[src/rtl/tmap_stepper.sv]
module tmap_stepper #(
  parameter int MAX_STEPS = 4,
  localparam int SW = $clog2(MAX_STEPS + 1)
) (
  input  logic          clk,
  input  logic          rst,
  input  logic [1:0]    rst_state,
  input  logic          tbl_we,
  input  logic [3:0]    tbl_addr,
  input  logic [1:0]    tbl_data,
  input  logic          ev_valid,
  input  logic [1:0]    ev_ab,
  output logic          busy,
  output logic          done,
  output logic          stable,
  output logic [1:0]    cur_ab,
  output logic [1:0]    cur_zq,
  output logic [SW-1:0] steps,
  output logic          race,
  output logic          osc,
  output logic          fm_err
);
  localparam int DEPTH = 16;

  logic [1:0] map_q [DEPTH];
  logic [1:0] nxt;
  logic       multi, accept, reject, at_limit;

  assign nxt      = map_q[{cur_ab, cur_zq}];
  assign stable   = (nxt == cur_zq);
  assign multi    = ($countones(ev_ab ^ cur_ab) > 1);
  assign accept   = ev_valid && !busy && !multi;
  assign reject   = ev_valid && !busy && multi;
  assign at_limit = (steps == SW'(MAX_STEPS));

  always_ff @(posedge clk) begin
    if (rst) begin
      for (int i = 0; i < DEPTH; i++) map_q[i] <= 2'(i);
      cur_ab <= 2'b00;
      cur_zq <= rst_state;
      busy   <= 1'b0;
      done   <= 1'b0;
      steps  <= '0;
      race   <= 1'b0;
      osc    <= 1'b0;
      fm_err <= 1'b0;
    end else begin
      done <= 1'b0;
      if (tbl_we) map_q[tbl_addr] <= tbl_data;
      if (accept) begin
        cur_ab <= ev_ab;
        busy   <= 1'b1;
        steps  <= '0;
        race   <= 1'b0;
        osc    <= 1'b0;
        fm_err <= 1'b0;
      end else if (reject) begin
        fm_err <= 1'b1;
        done   <= 1'b1;
        steps  <= '0;
        race   <= 1'b0;
        osc    <= 1'b0;
      end else if (busy) begin
        if (stable) begin
          busy <= 1'b0;
          done <= 1'b1;
        end else if (at_limit) begin
          osc  <= 1'b1;
          busy <= 1'b0;
          done <= 1'b1;
        end else begin
          cur_zq <= nxt;
          steps  <= steps + 1'b1;
          if (&(nxt ^ cur_zq)) race <= 1'b1;
        end
      end
    end
  end
endmodule

[config.mk]
export PLATFORM = sky130hd
export DESIGN_NAME = tmap_stepper
export DESIGN_NICKNAME = d
export VERILOG_FILES = /design/src/rtl/tmap_stepper.sv
export SDC_FILE = /design/constraint.sdc
export NUM_CORES = 1
export LEC_CHECK = 0
export ABC_AREA = 1
export BUFFER_PORTS_ARGS = -buffer_cell sky130_fd_sc_hd__buf_2
export CAP_MARGIN = 30
export CORE_AREA = 2 2 70 72
export DETAILED_ROUTE_END_ITERATION = 8
export DIE_AREA = 0 0 72 74
export GPL_TIMING_DRIVEN = 0
export PLACE_DENSITY = 0.78
export SKIP_LAST_GASP = 1
export SLEW_MARGIN = 0
export SYNTH_ARGS = -nofsm -noshare
export SYNTH_HDL_FRONTEND = slang
export SYNTH_SLANG_ARGS = --single-unit
[constraint.sdc]
create_clock -name clk -period 2.08 [get_ports clk]
set_clock_uncertainty 0.2 [all_clocks]
set_input_delay 0.624 -clock clk [delete_from_list [all_inputs] [get_ports clk]]
set_output_delay 0.624 -clock clk [all_outputs]
set_load 0.05 [all_outputs]
### Word level (Yosys, flattened, before mapping)

Memories as Yosys holds them, arrays and structs flattened.
Cells that the tools add are included.

| storage, ports and cells | value |
|---|---|
| register bits after elaboration | 12 |
| latch bits | 0 |
| RAM bits | 32 |
| bits in read-only memories | 0 |
| bits of input ports | 14 |
| output and inout port bits | 13 |
| logic and storage cells | 59 |
| memories kept | 1 |

| operators by class | value |
|---|---|
| add/subtract/negate cells | 2 |
| multiply operators | 0 |
| div/mod/pow operators | 0 |
| order comparisons | 1 |
| eq/ne operators | 7 |
| shift operators | 0 |
| muxes and demuxes | 23 |
| bitwise gates (word level) | 4 |
| reduce and logical (&&, ||, !) cells | 13 |

Memory list:

| memory | depth | width | rd ports | clocked after memory_dff | write ports | line | text |
|---|---|---|---|---|---|---|---|
| map_q | 16 | 2 | 1 | 0 | 16 | 25 | `logic [1:0] map_q [DEPTH];` |

Operator list:

| operator | count |
|---|---|
| $mux 1 | 15 |
| $mux 2 | 7 |
| $ne 2x2->1 const B | 5 |
| $reduce_and 5->1 | 2 |
| $reduce_and 3->1 | 2 |
| $mux 4 | 1 |
| $reduce_or 2->1 | 2 |
| $xor 2x2->2 | 2 |
| $add 3x1->3 const B | 1 |
| $eq 3x3->1 const B | 1 |
| $logic_and 1x1->1 | 3 |
| $reduce_or 3->1 | 1 |
| $add 1x1->2 | 1 |
| $eq 2x2->1 | 1 |
| $gt 2x1->1 const B | 1 |
| $logic_not 1->1 | 2 |
| $not 1->1 | 2 |
| $reduce_bool 2->1 | 1 |

### Logic depth before layout (Yosys ltp)

Gate-level depths: netlist of run 1.

| depth | value |
|---|---|
| word-level depth | 7 |
| mapped depth | 14 |
| depth with buffers taken out | 13 |

### Worst setup path after synthesis of run 1

Ideal clock, no wire load.

| path | value |
|---|---|
| path type | register to output |
| start point | register cur_zq[0] |
| end point | output stable |
| arrival | 1.908 ns |
| data required time | 1.256 ns |
| slack | -0.652 ns |
| stages on the path, launching flop included | 12 |
| path buffers | 2 |
| cell sequence | edfxtp_1 > buf_6 > inv_4 > buf_6 > nand2_1 > nand3_1 > nand3_1 > nand3_1 > nand3_1 > nand2_2 > nand2_4 > inv_1 |

| between the ends | value |
|---|---|
| cells in the longest elaborated chain, start to end | 2 |

RTL lines:

| what | line | text |
|---|---|---|
| start: declaration | 17 | `output logic [1:0] cur_zq,` |
| start signal: assignment | 40 | `cur_zq <= rst_state;` |
| start signal: assignment | 72 | `cur_zq <= nxt;` |
| $mem_v2 16x2 | - |  |
| $eq 2x2->1 (*) | 30 | `assign stable = (nxt == cur_zq);` |
| end: declaration | 15 | `output logic stable,` |

Mark *: on every way between the ends. The rest lies on a longest branch, timed or not.

### Final worst setup path of run 1

Same ends and word-level chain as after synthesis.

==> impl_metrics.csv, run 1 <==
group,metric,value,unit
critical_path,cp-start-kind,"flop",
logic_synthesis,netlist_area,0.002330,mm2
placed_design,io_buffers,26,
finish,fin_cells,396,
logic_synthesis,yosysSeqAreaShare,52.42,%
route,num_vias,2030,
timing,setup_slack,-695.3,ps
status,violations,"negative setup slack",
worst_hold_path,hold_path_end,"race$_SDFFE_PP0P_",
critical_path,cp_data_required_time,1260,ps
finish,drive_above_1_share,29.53,%
clock_network,cts_made_buffers,5,
logic_synthesis,yosys.cell_types.count,26,
timing,maxClockFrequency,360.3,MHz
global_route,grt_pass1_vias,1875,
pwr,power_density,852.6,mW/mm2
critical_path,worst_ep_arrival_time,1950,ps
finish,multi_input_area,0.001018,mm2
timing,finalSetupViolCount,8,
clock_network,cts_hold_buf,0,
timing,tns,-1407,ps
floorplan,die_x,72,um
global_route,antenna_found_initial,0,
timing,maxSlewViolCount,0,
timing,whs,260.2,ps
route,drc,0,
route,top_layer,"met4",
critical_path,ff2ff_path_depth,16,
timing,period_minus_slack,2775,ps
placed_design,place_hpwl,3487,um
placed_design,gp_congestion,0.8437,
floorplan,core_region_area,0.004598,mm2
route,via_per_inst,5.126,
finish,diodes,0,
flow_run,maxCapViolCount,0,
logic_synthesis,syn-instance-count,293,
route,first_iter_violations,137,
timing,hold_viol_final,0,
floorplan,die_y,74,um
global_route,grtUsageTotal,20.52,%
logic_synthesis,synth.avg_cell_area,7.951,um2
clock_network,cts_max_level,2,
critical_path,rrSetupSlack,-170,ps
floorplan,rows,25,
finish,layout_commonest_cell,"nand2_1",
placed_design,dp.cells,373,
global_route,grt_pass1_wl,8245,um
critical_path,path_class,"flop to output port",
worst_hold_path,hold_class,"flop to flop",
global_route,overflow,0,
route,wl_met3,183,um
floorplan,dieArea,0.005328,mm2
finish,layout-area-overhead-vs-synth,27.77,%
route,routed_wl,5509,um
clock_network,clockBufferDepth,2,
floorplan,ioPinCount,27,
logic_synthesis,yosysWarnings,0,
worst_hold_path,holdPathStages,2,
logic_synthesis,ys_seq_elements,44,
timing,slew_headroom,64.82,%
logic_synthesis,syn_nets,309,
finish,ff_latch_area,0.001221,mm2
status,status,"finished with violations",
worst_hold_path,holdCritStartpoint,"race$_SDFFE_PP0P_",
critical_path,reg2reg_from,"cur_zq[0]$_DFFE_PP_",
timing,finalCritPeriodShare,133.4,%
clock_network,insertion_delay,300,ps
route,drt-wirelength-per-cell,13.91,um
floorplan,initial_core_util,50.67,%
route,drtPass1Iterations,6,
global_route,grt_start_max_net_pins,14,
pwr,p_leak,0.001347,uW
finish,final_net_count,357,
pwr,p_total,2538,uW
route,wl_met1,2240,um
route,drtAntennaViolNets,0,
critical_path,timing.rr.end,"steps[0]$_SDFFE_PP0P_",
finish,fill_cells,363,
critical_path,critPathMaxFanout,5,
timing,tightest_slew,527.7,ps
clock_network,clockRootBuffer,"clkbuf_8",
timing,rsz0062_at_grt,"yes",
finish,mostFrequentLayoutCells,"nand2_1, inv_1, nor2_1, edfxtp_1, buf_2",
route,met2_length,2859,um
critical_path,end_kind,"output port",
pwr,vdd_drop_max,0.0003404,V
clock_network,cts_tree,"built",
clock_network,clkTransAtPathRegs,80,ps
clock_network,clkSinkCount,44,
==> worst max-delay path, stage by stage, from the launching register on <==
cell        delay, ps
edfxtp_1          420
buf_6             170
inv_8              80
buf_6             110
nand2_2            50
nand2_2            70
nand2_2            60
nand3_2           100
nand3_4           100
nand2_2            90
nand2_2            50
nand2_2            80
nand2_4            70
clkinvlp_4         80
buf_8             140
==> cells in the mapped netlist <==
master,instances,share of area [%]
a21oi_1,9,1.9
nand4_1,5,1.3
xor2_1,3,1.1
inv_1,53,8.5
o21a_1,1,0.32
o211ai_1,1,0.32
nand3_2,2,0.86
edfxtp_1,34,44
clkbuf_1,4,0.64
nand3_1,25,5.4
buf_2,1,0.21
nand2_2,3,0.81
nand3_4,1,0.75
inv_2,1,0.16
nand2_4,1,0.48
inv_4,1,0.27
o21ai_0,6,1.3
buf_6,2,0.97
ha_1,2,1.1
buf_4,1,0.32
dfxtp_1,10,8.6
nor3_1,2,0.43
buf_1,1,0.16
a31oi_1,2,0.54
nor2_1,34,5.5
nand2_1,88,14
==> cell families (layout without fill, tap and decap cells) <==
family                     after synthesis  after routing  share of synthesized area, %
xor gates and xnor gates                 3              3                         1.128
adders and majority gates                2              2                         1.074
AOI/OAI and AO/OA                       19             19                         4.404
and+or+nand+nor                        161            161                         29.70
DFF                                     44             44                         52.42
buffers and inverters                   64            113                         11.28
==> final cells by class <==
cell class,instances,area share [%]
flip-flops and latches,44,41.03
well taps,54,2.270
repair buffers,41,9.542
inverters,55,7.398
plain buffers,9,2.186
multi-input cells,185,34.22
clock buffers,8,3.363
==> through the flow <==
step	area, um2	setup WS [ps]	utilization [%]
3_3_place_gp	2546	-449.9	55.37
5_1_grt	2977	-777.6	64.73
6_report	2977	-695.3	64.73
2_1_floorplan	2349	-573.6	-
3_5_place_dp	2546	-520.5	55.37
4_1_cts	2791	-648.1	60.71
==> timing repair <==
action / CTS / global route
setup buffers: 10 / 4
pin swaps: 7 / 16
gates resized for setup: 12 / 40
endpoints found under the setup margin: 3 / 14
gates cloned: 1 / 0
==> how the worst max path moves through the flow <==
stage,start,endpoint
2_1_floorplan,cur_zq[0]$_DFFE_PP_,stable
3_3_place_gp,cur_zq[0]$_DFFE_PP_,stable
3_5_place_dp,cur_zq[0]$_DFFE_PP_,stable
4_1_cts,cur_zq[0]$_DFFE_PP_,stable
5_1_grt,cur_zq[0]$_DFFE_PP_,stable
6_report,cur_zq[0]$_DFFE_PP_,stable
==> routing by layer <==
layer  global-route usage (%)  vias to the layer above
li1                         -                     1019
met1                    23.66                      939
met2                    36.93                       53
met3                    4.201                       19
met4                    9.434                        0
met5                        0                        -
==> report_power, final <==
group          internal, uW  switching, uW  leakage [uW]
combinational           347            555      0.000881
sequential             1010           37.8      0.000415
clock                   303            286     0.0000515
==> flip-flops by register name, summed over array words and instances, names as in the netlist <==
| register | count |
|---|---|
| done | 1 |
| map_q | 32 |
| fm_err | 1 |
| steps | 3 |
| cur_zq | 2 |
| cur_ab | 2 |
| race | 1 |
| osc | 1 |
| busy | 1 |
No activity file was read; power rests on OpenSTA's default activity.
==> run 2: changes to the inputs <==
--- a/config.mk
+++ b/config.mk
@@ -8,11 +8,12 @@
 export ABC_AREA = 1
 export BUFFER_PORTS_ARGS = -buffer_cell sky130_fd_sc_hd__buf_2
 export CAP_MARGIN = 30
-export CORE_AREA = 2 2 70 72
+export CORE_AREA = 2 2 69 71
+export CTS_BUF_LIST = sky130_fd_sc_hd__clkbuf_2 sky130_fd_sc_hd__clkbuf_4 sky130_fd_sc_hd__clkbuf_8
 export DETAILED_ROUTE_END_ITERATION = 8
-export DIE_AREA = 0 0 72 74
+export DIE_AREA = 0 0 71 73
 export GPL_TIMING_DRIVEN = 0
-export PLACE_DENSITY = 0.78
+export PLACE_DENSITY = 0.8
 export SKIP_LAST_GASP = 1
 export SLEW_MARGIN = 0
 export SYNTH_ARGS = -nofsm -noshare
==> run 2 against run 1 <==
Sequential share of layout area rose by 1.5 points. Critical path type unchanged. Highest routed layer unchanged. Hold slack worse by 2.5 ps. The run still ends with negative setup slack left. Largest cell class unchanged. Global-route usage fell by 0.86 points. Final cell count is 1.5% lower.
==> impl_metrics.csv, run 2 (synthesis gave the netlist of run 1 again) <==
group,metric,value,unit
route,routed_wl,5101,um
clock_network,cts_max_level,2,
status,status,"finished with violations",
timing,hold_viol_final,0,
finish,reg_top3,"map_q (32), steps (3)",
timing,period_minus_slack,2736,ps
critical_path,crit_slowest_cell,"edfxtp_1",
finish,diodes,0,
pwr,switching_power,827.2,uW
floorplan,dieArea,0.005183,mm2
timing,maxSlewViolCount,0,
critical_path,path_class,"flop to output port",
timing,maxClockFrequency,365.5,MHz
pwr,clockPowerShare,22.4,%
timing,rsz0062_at_grt,"yes",
floorplan,core_region_area,0.004536,mm2
finish,layout-area-overhead-vs-synth,23.15,%
route,first_iter_violations,118,
pwr,p_sw_share,34.48,%
critical_path,cp_data_required_time,1260,ps
timing,finalSetupViolCount,8,
timing,tightest_slew,523.8,ps
clock_network,clkTransAtPathRegs,80,ps
pwr,power_density,836.3,mW/mm2
placed_design,place_hpwl,3488,um
worst_hold_path,hold_class,"flop to flop",
placed_design,io_buffers,26,
critical_path,cp-start-kind,"flop",
timing,setup_slack,-656.2,ps
finish,drive_above_1_share,25.00,%
finish,layout_commonest_cell,"nand2_1",
clock_network,cts_hold_buf,0,
route,top_layer,"met4",
timing,tns,-1037,ps
route,wl_met3,229,um
global_route,grt_pass1_wl,7941,um
route,via_per_inst,5.085,
pwr,p_seq_share,43.5,%
floorplan,die_y,73,um
floorplan,rows,25,
critical_path,critPathTopFamily,"simple AND/OR/NAND/NOR gates",
floorplan,ioPinCount,27,
pwr,combPwrFrac,34.1,%
route,num_vias,1983,
status,violations,"negative setup slack",
clock_network,clockRootBuffer,"clkbuf_8",
clock_network,cts_made_buffers,5,
floorplan,die_x,71,um
global_route,grt_start_max_net_pins,13,
global_route,antenna_found_initial,0,
route,drc,0,
critical_path,end_kind,"output port",
timing,slew_headroom,65.08,%
critical_path,crit_buf_inv,5,
floorplan,initial_core_util,51.37,%
finish,mostFrequentLayoutCells,"nand2_1, inv_1, nor2_1, edfxtp_1, buf_2",
route,drtPass1Iterations,4,
route,drtAntennaViolNets,0,
finish,ff_latch_area,0.001221,mm2
finish,multi_input_area,964.7,um2
finish,final_net_count,351,
pwr,vdd_drop_max,0.0003577,V
timing,whs,257.7,ps
timing,finalCritPeriodShare,131.5,%
placed_design,pre_cts_ws,-460.9,ps
finish,largest_reg_flops,32,
global_route,overflow,0,
route,wl_met1,2127,um
flow_run,maxCapViolCount,0,
placed_design,gp_congestion,0.8365,
placed_design,dp.cells,373,
route,drt-wirelength-per-cell,13.08,um
clock_network,insertion_delay,290,ps
pwr,internal_power,1572,uW
critical_path,max_stage_delay,400,ps
finish,fill_cells,376,
critical_path,cpMostUsedCell,"nand2_1",
critical_path,crit_chain,"buf_6, clkinv_8, buf_8, nand2_1, nand3_1, nand3_2, nand3_2, nand2_1, nand2_1, nand2_2, nand2_4, clkinvlp_4, buf_8",
critical_path,critPathMaxFanout,5,
clock_network,cts_tree,"built",
pwr,p_leak,0.001307,uW
critical_path,worst_ep_arrival_time,1910,ps
clock_network,clockBufferDepth,2,
global_route,grt_pass1_vias,1847,
global_route,grtUsageTotal,19.66,%
clock_network,clkSinkCount,44,
finish,fin_cells,390,
route,met2_length,2660,um
finish,largest_register,"map_q",
-- run 2: cell count changes in the layout (fill, tap and decap cells not counted), sizes merged --
cell and change:
buf -8, clkinv +2
-- run 2: routing by layer --
layer / global-route usage (%) / up-vias
li1: - / 999
met1: 23.59 / 921
met2: 35.51 / 55
met3: 3.453 / 8
met4: 7.128 / 0
met5: 0 / -
-- run 2: through the flow --
| stage | util, % | power (uW) | area, um2 |
|---|---|---|---|
| floorplan | - | 1540 | 2349 |
| global placement | 56.14 | 1663 | 2546 |
| detailed placement | 56.14 | 1676 | 2546 |
| global route | 63.26 | 2497 | 2869 |
| CTS | 58.90 | 2234 | 2671 |
| finish | 63.26 | 2399 | 2869 |
-- run 2: area by class of cell --
cell class	instances	share of cell area [%]
multi-input combinational	185	33.62
clock buffer	7	2.922
tap	54	2.355
inverter	55	7.850
clock inverter	1	0.1308
timing repair inverter	1	0.3053
sequential	44	42.56
buffer	9	2.137
timing repair buffer	34	8.112
-- run 2: tightest hold or removal path, cell delays in order, from the launching register on --
cell and delay [ps]:
dfxtp_1 310, inv_1 40, a21oi_1 50
-- run 2: repair_timing --
action | in CTS | in global routing
pin swaps | 1 | 15
setup endpoints to repair | 3 | 19
setup buffers | 3 | 4
gates cloned | 0 | 2
resized for setup | 4 | 36
-- run 2: power groups by stage --
stage               clock, uW  combinational, uW  sequential, uW
floorplan                   0                396            1140
global placement            0                605            1060
detailed placement          0                615            1060
CTS                       536                656            1040
global route              568                878            1050
finish                    538                818            1040
-- run 2: path summary, 6_finish.rpt --
check                 startpoint                  end  slack (ps)  depth (start not counted)
max          cur_zq[0]$_DFFE_PP_               stable        -660                         13
min            race$_SDFFE_PP0P_    race$_SDFFE_PP0P_         260                          2
max reg2reg  cur_zq[0]$_DFFE_PP_  cur_zq[0]$_DFFE_PP_        -130                         14
min reg2reg    race$_SDFFE_PP0P_    race$_SDFFE_PP0P_         260                          2
==> run 3: changes to the inputs <==
--- a/config.mk
+++ b/config.mk
@@ -5,15 +5,14 @@
 export SDC_FILE = /design/constraint.sdc
 export NUM_CORES = 1
 export LEC_CHECK = 0
-export ABC_AREA = 1
 export BUFFER_PORTS_ARGS = -buffer_cell sky130_fd_sc_hd__buf_2
 export CAP_MARGIN = 30
-export CORE_AREA = 2 2 69 71
+export CORE_AREA = 2 2 70 72
 export CTS_BUF_LIST = sky130_fd_sc_hd__clkbuf_2 sky130_fd_sc_hd__clkbuf_4 sky130_fd_sc_hd__clkbuf_8
 export DETAILED_ROUTE_END_ITERATION = 8
-export DIE_AREA = 0 0 71 73
+export DIE_AREA = 0 0 72 74
 export GPL_TIMING_DRIVEN = 0
-export PLACE_DENSITY = 0.8
+export PLACE_DENSITY = 0.79
 export SKIP_LAST_GASP = 1
 export SLEW_MARGIN = 0
 export SYNTH_ARGS = -nofsm -noshare
==> run 3 against run 2 <==
Register-to-register slack worse by 410 ps. Setup slack worse by 350 ps. Die area is 2.8% higher. The flow still finishes with violations (negative setup slack). Critical path depth is 7 lower. Clock power is 24% higher. Critical endpoint unchanged. Hold slack worse by 3.7 ps. Critical path type unchanged. Count of clock-buffer cells in the layout is 2 lower. Sequential cell count stayed put. Global-route usage is 0.45 points lower. Highest routed layer unchanged. Via count is 18% lower. Non-clock buffer count is 1 lower. Final area is 2.7% lower.
==> impl_metrics.csv, run 3 <==
group,metric,value,unit
status,status,"finished with violations",
status,violations,"negative setup slack",
logic_synthesis,ys_seq_elements,44,
timing,hold_viol_final,0,
critical_path,timing.rr.end,"cur_zq[1]$_DFFE_PP_",
placed_design,place_hpwl,3402,um
finish,layout-area-overhead-vs-synth,17.54,%
clock_network,clkSinkCount,44,
floorplan,core_region_area,0.004598,mm2
clock_network,clockBufferDepth,2,
clock_network,cts_max_level,2,
critical_path,path_class,"flop to output port",
critical_path,crit_buf_inv,2,
route,drt-wirelength-per-cell,15.49,um
worst_hold_path,hold_path_end,"osc$_SDFFE_PP0P_",
critical_path,worst_ep_arrival_time,2260,ps
timing,finalSetupViolCount,11,
finish,drive_above_1_share,30.71,%
logic_synthesis,syn-instance-count,202,
timing,period_minus_slack,3081,ps
finish,largest_register,"map_q",
critical_path,crit_slowest_cell,"mux4_2",
placed_design,io_buffers,25,
logic_synthesis,netlist_area,0.002375,mm2
placed_design,gp_congestion,0.8120,
worst_hold_path,holdCritStartpoint,"osc$_SDFFE_PP0P_",
timing,tightest_slew,554.0,ps
logic_synthesis,yosysTopAreaCellShare,42.99,%
timing,finalCritPeriodShare,148.1,%
clock_network,clkTransAtPathRegs,90,ps
floorplan,initial_core_util,51.65,%
critical_path,rrSetupSlack,-540,ps
global_route,grt_pass1_vias,1609,
critical_path,ff2ff_path_depth,9,
critical_path,cp_data_required_time,1260,ps
placed_design,pre_cts_ws,-857.3,ps
route,num_vias,1618,
logic_synthesis,synth_edf_count,34,
logic_synthesis,yosysSeqAreaShare,51.42,%
finish,diodes,0,
critical_path,critPathTopFamily,"multiplexers",
timing,maxClockFrequency,324.5,MHz
critical_path,end_kind,"output port",
route,drtAntennaViolNets,0,
floorplan,ioPinCount,27,
timing,maxSlewViolCount,0,
flow_run,maxCapViolCount,0,
floorplan,dieArea,0.005328,mm2
logic_synthesis,synth_most_common_cell,"edfxtp_1",
global_route,grtUsageTotal,19.22,%
finish,reg_top3,"map_q (32), steps (3)",
clock_network,clockRootBuffer,"clkbuf_8",
finish,final_net_count,256,
clock_network,cts_made_buffers,5,
logic_synthesis,syn_nets,218,
finish,mostFrequentLayoutCells,"edfxtp_1, buf_2, mux2i_1, or2_2, nand2_1",
clock_network,insertion_delay,310,ps
critical_path,crit_cells,6,
pwr,power_density,855.7,mW/mm2
timing,setup_slack,-1001,ps
global_route,grt_start_max_net_pins,15,
route,routed_wl,4571,um
finish,largest_reg_flops,32,
pwr,vdd_drop_max,0.0003950,V
global_route,overflow,0,
critical_path,reg2reg_from,"cur_zq[1]$_DFFE_PP_",
logic_synthesis,synth_top_area_cell,"edfxtp_1",
global_route,antenna_found_initial,0,
floorplan,rows,25,
route,drc,0,
worst_hold_path,holdPathStages,2,
logic_synthesis,synth_common_cells,"edfxtp_1, mux2i_1, or2_2",
logic_synthesis,yosys.cell_types.count,41,
critical_path,max_stage_delay,530,ps
timing,rsz0062_at_grt,"yes",
logic_synthesis,synthFlopType,"edfxtp_1",
finish,fill_cells,371,
floorplan,die_y,74,um
logic_synthesis,synth.avg_cell_area,11.76,um2
clock_network,cts_tree,"built",
pwr,p_leak,0.001098,uW
logic_synthesis,synthTopCellsByArea,"edfxtp_1, dfxtp_1, mux2i_1, mux4_2, or2_2",
critical_path,cp-start-kind,"flop",
floorplan,die_x,72,um
timing,slew_headroom,62.73,%
timing,whs,254.0,ps
clock_network,cts_hold_buf,0,
finish,layout_commonest_cell,"edfxtp_1",
route,drtPass1Iterations,4,
global_route,grt_pass1_wl,7679,um
logic_synthesis,yosysWarnings,0,
route,first_iter_violations,80,
critical_path,critPathMaxFanout,7,
worst_hold_path,hold_class,"flop to flop",
logic_synthesis,async_reset_ff_share,0,%
timing,tns,-4915,ps
route,via_per_inst,5.485,
critical_path,crit_chain,"buf_6, mux2i_1, mux4_2, mux4_2, nor2_4, buf_6",
-- run 3: cell types whose count changed after synthesis, sizes merged, moves of 6 or more --
cell,change
or3,+6
and2,+10
a21oi,-7
nor2,-21
nand2,-79
mux4,+6
nand2b,+11
nand3,-26
or2,+14
and3,+7
inv,-50
mux2i,+21
-- run 3: per-layer routing --
metal,global-route usage [%],routed length [um],part of all wire [%],vias to the layer above
li1,-,-,-,805
met2,33.02,2296,50,39
met5,0,0,0,-
met3,3.930,182,4.0,6
met1,24.38,2023,44,768
met4,6.918,69,1.5,0
-- run 3: worst max-delay path by stage --
| stage | from | end |
|---|---|---|
| finish | cur_zq[1]$_DFFE_PP_ | stable |
| global route | cur_zq[1]$_DFFE_PP_ | stable |
| CTS | cur_zq[1]$_DFFE_PP_ | stable |
| detailed placement | cur_zq[1]$_DFFE_PP_ | stable |
| global placement | cur_zq[1]$_DFFE_PP_ | stable |
| floorplan | cur_zq[1]$_DFFE_PP_ | stable |
-- run 3: area by class of cell --
cell class	count	area (um2)	share of cell area [%]
sequential	44	1222	43.79
multi-input combinational	142	1122	40.21
timing repair buffer	31	176.4	6.320
buffer	11	72.57	2.600
clock buffer	5	68.82	2.465
tap	54	67.56	2.420
clock inverter	3	42.54	1.524
inverter	5	18.77	0.6723
-- run 3: cells by family after synthesis --
kind of cell	count (synthesis)	share of synthesized area, %
compound gates	18	5.427
xor+xnor	3	1.423
simple gates	90	21.29
fa+ha+maj	2	1.054
mux	29	16.02
flops	44	51.42
buf+inv	16	3.372
-- run 3: metrics by stage --
step | util, % | instance area, um2 | instances | total power (uW)
final | 60.71 | 2791 | 295 | 2389
after global routing | 60.71 | 2791 | 295 | 2484
after CTS | 60.22 | 2769 | 293 | 2366
after detailed placement | 56.82 | 2613 | 281 | 1659
after global placement | 56.82 | 2613 | 281 | 1651
after floorplan | - | 2420 | 202 | 1535
-- run 3: worst register-to-register path, delay by kind of cell, from the launching register on --
family,cells,cell delay [ps]
flip-flops,1,400
XOR/XNOR,1,190
buffers and inverters,3,480
multiplexers,3,860
AND/OR/NAND/NOR,1,130
AO/OA/AOI/OAI,1,60
-- run 3: report_power, final --
part / total (uW) / switching [uW] / leakage, uW / internal (uW)
combinational: 681 / 385 / 0.000627 / 296
sequential: 1040 / 31.2 / 0.000415 / 1010
clock: 669 / 313 / 0.0000558 / 356
total: 2390 / 730 / 0.00110 / 1660
-- run 3: timing repair --
item                       in CTS  in global routing
setup endpoints to repair      11                 13
pin swaps                       1                  1
buffers inserted                4                  3
resized for setup               4                  2
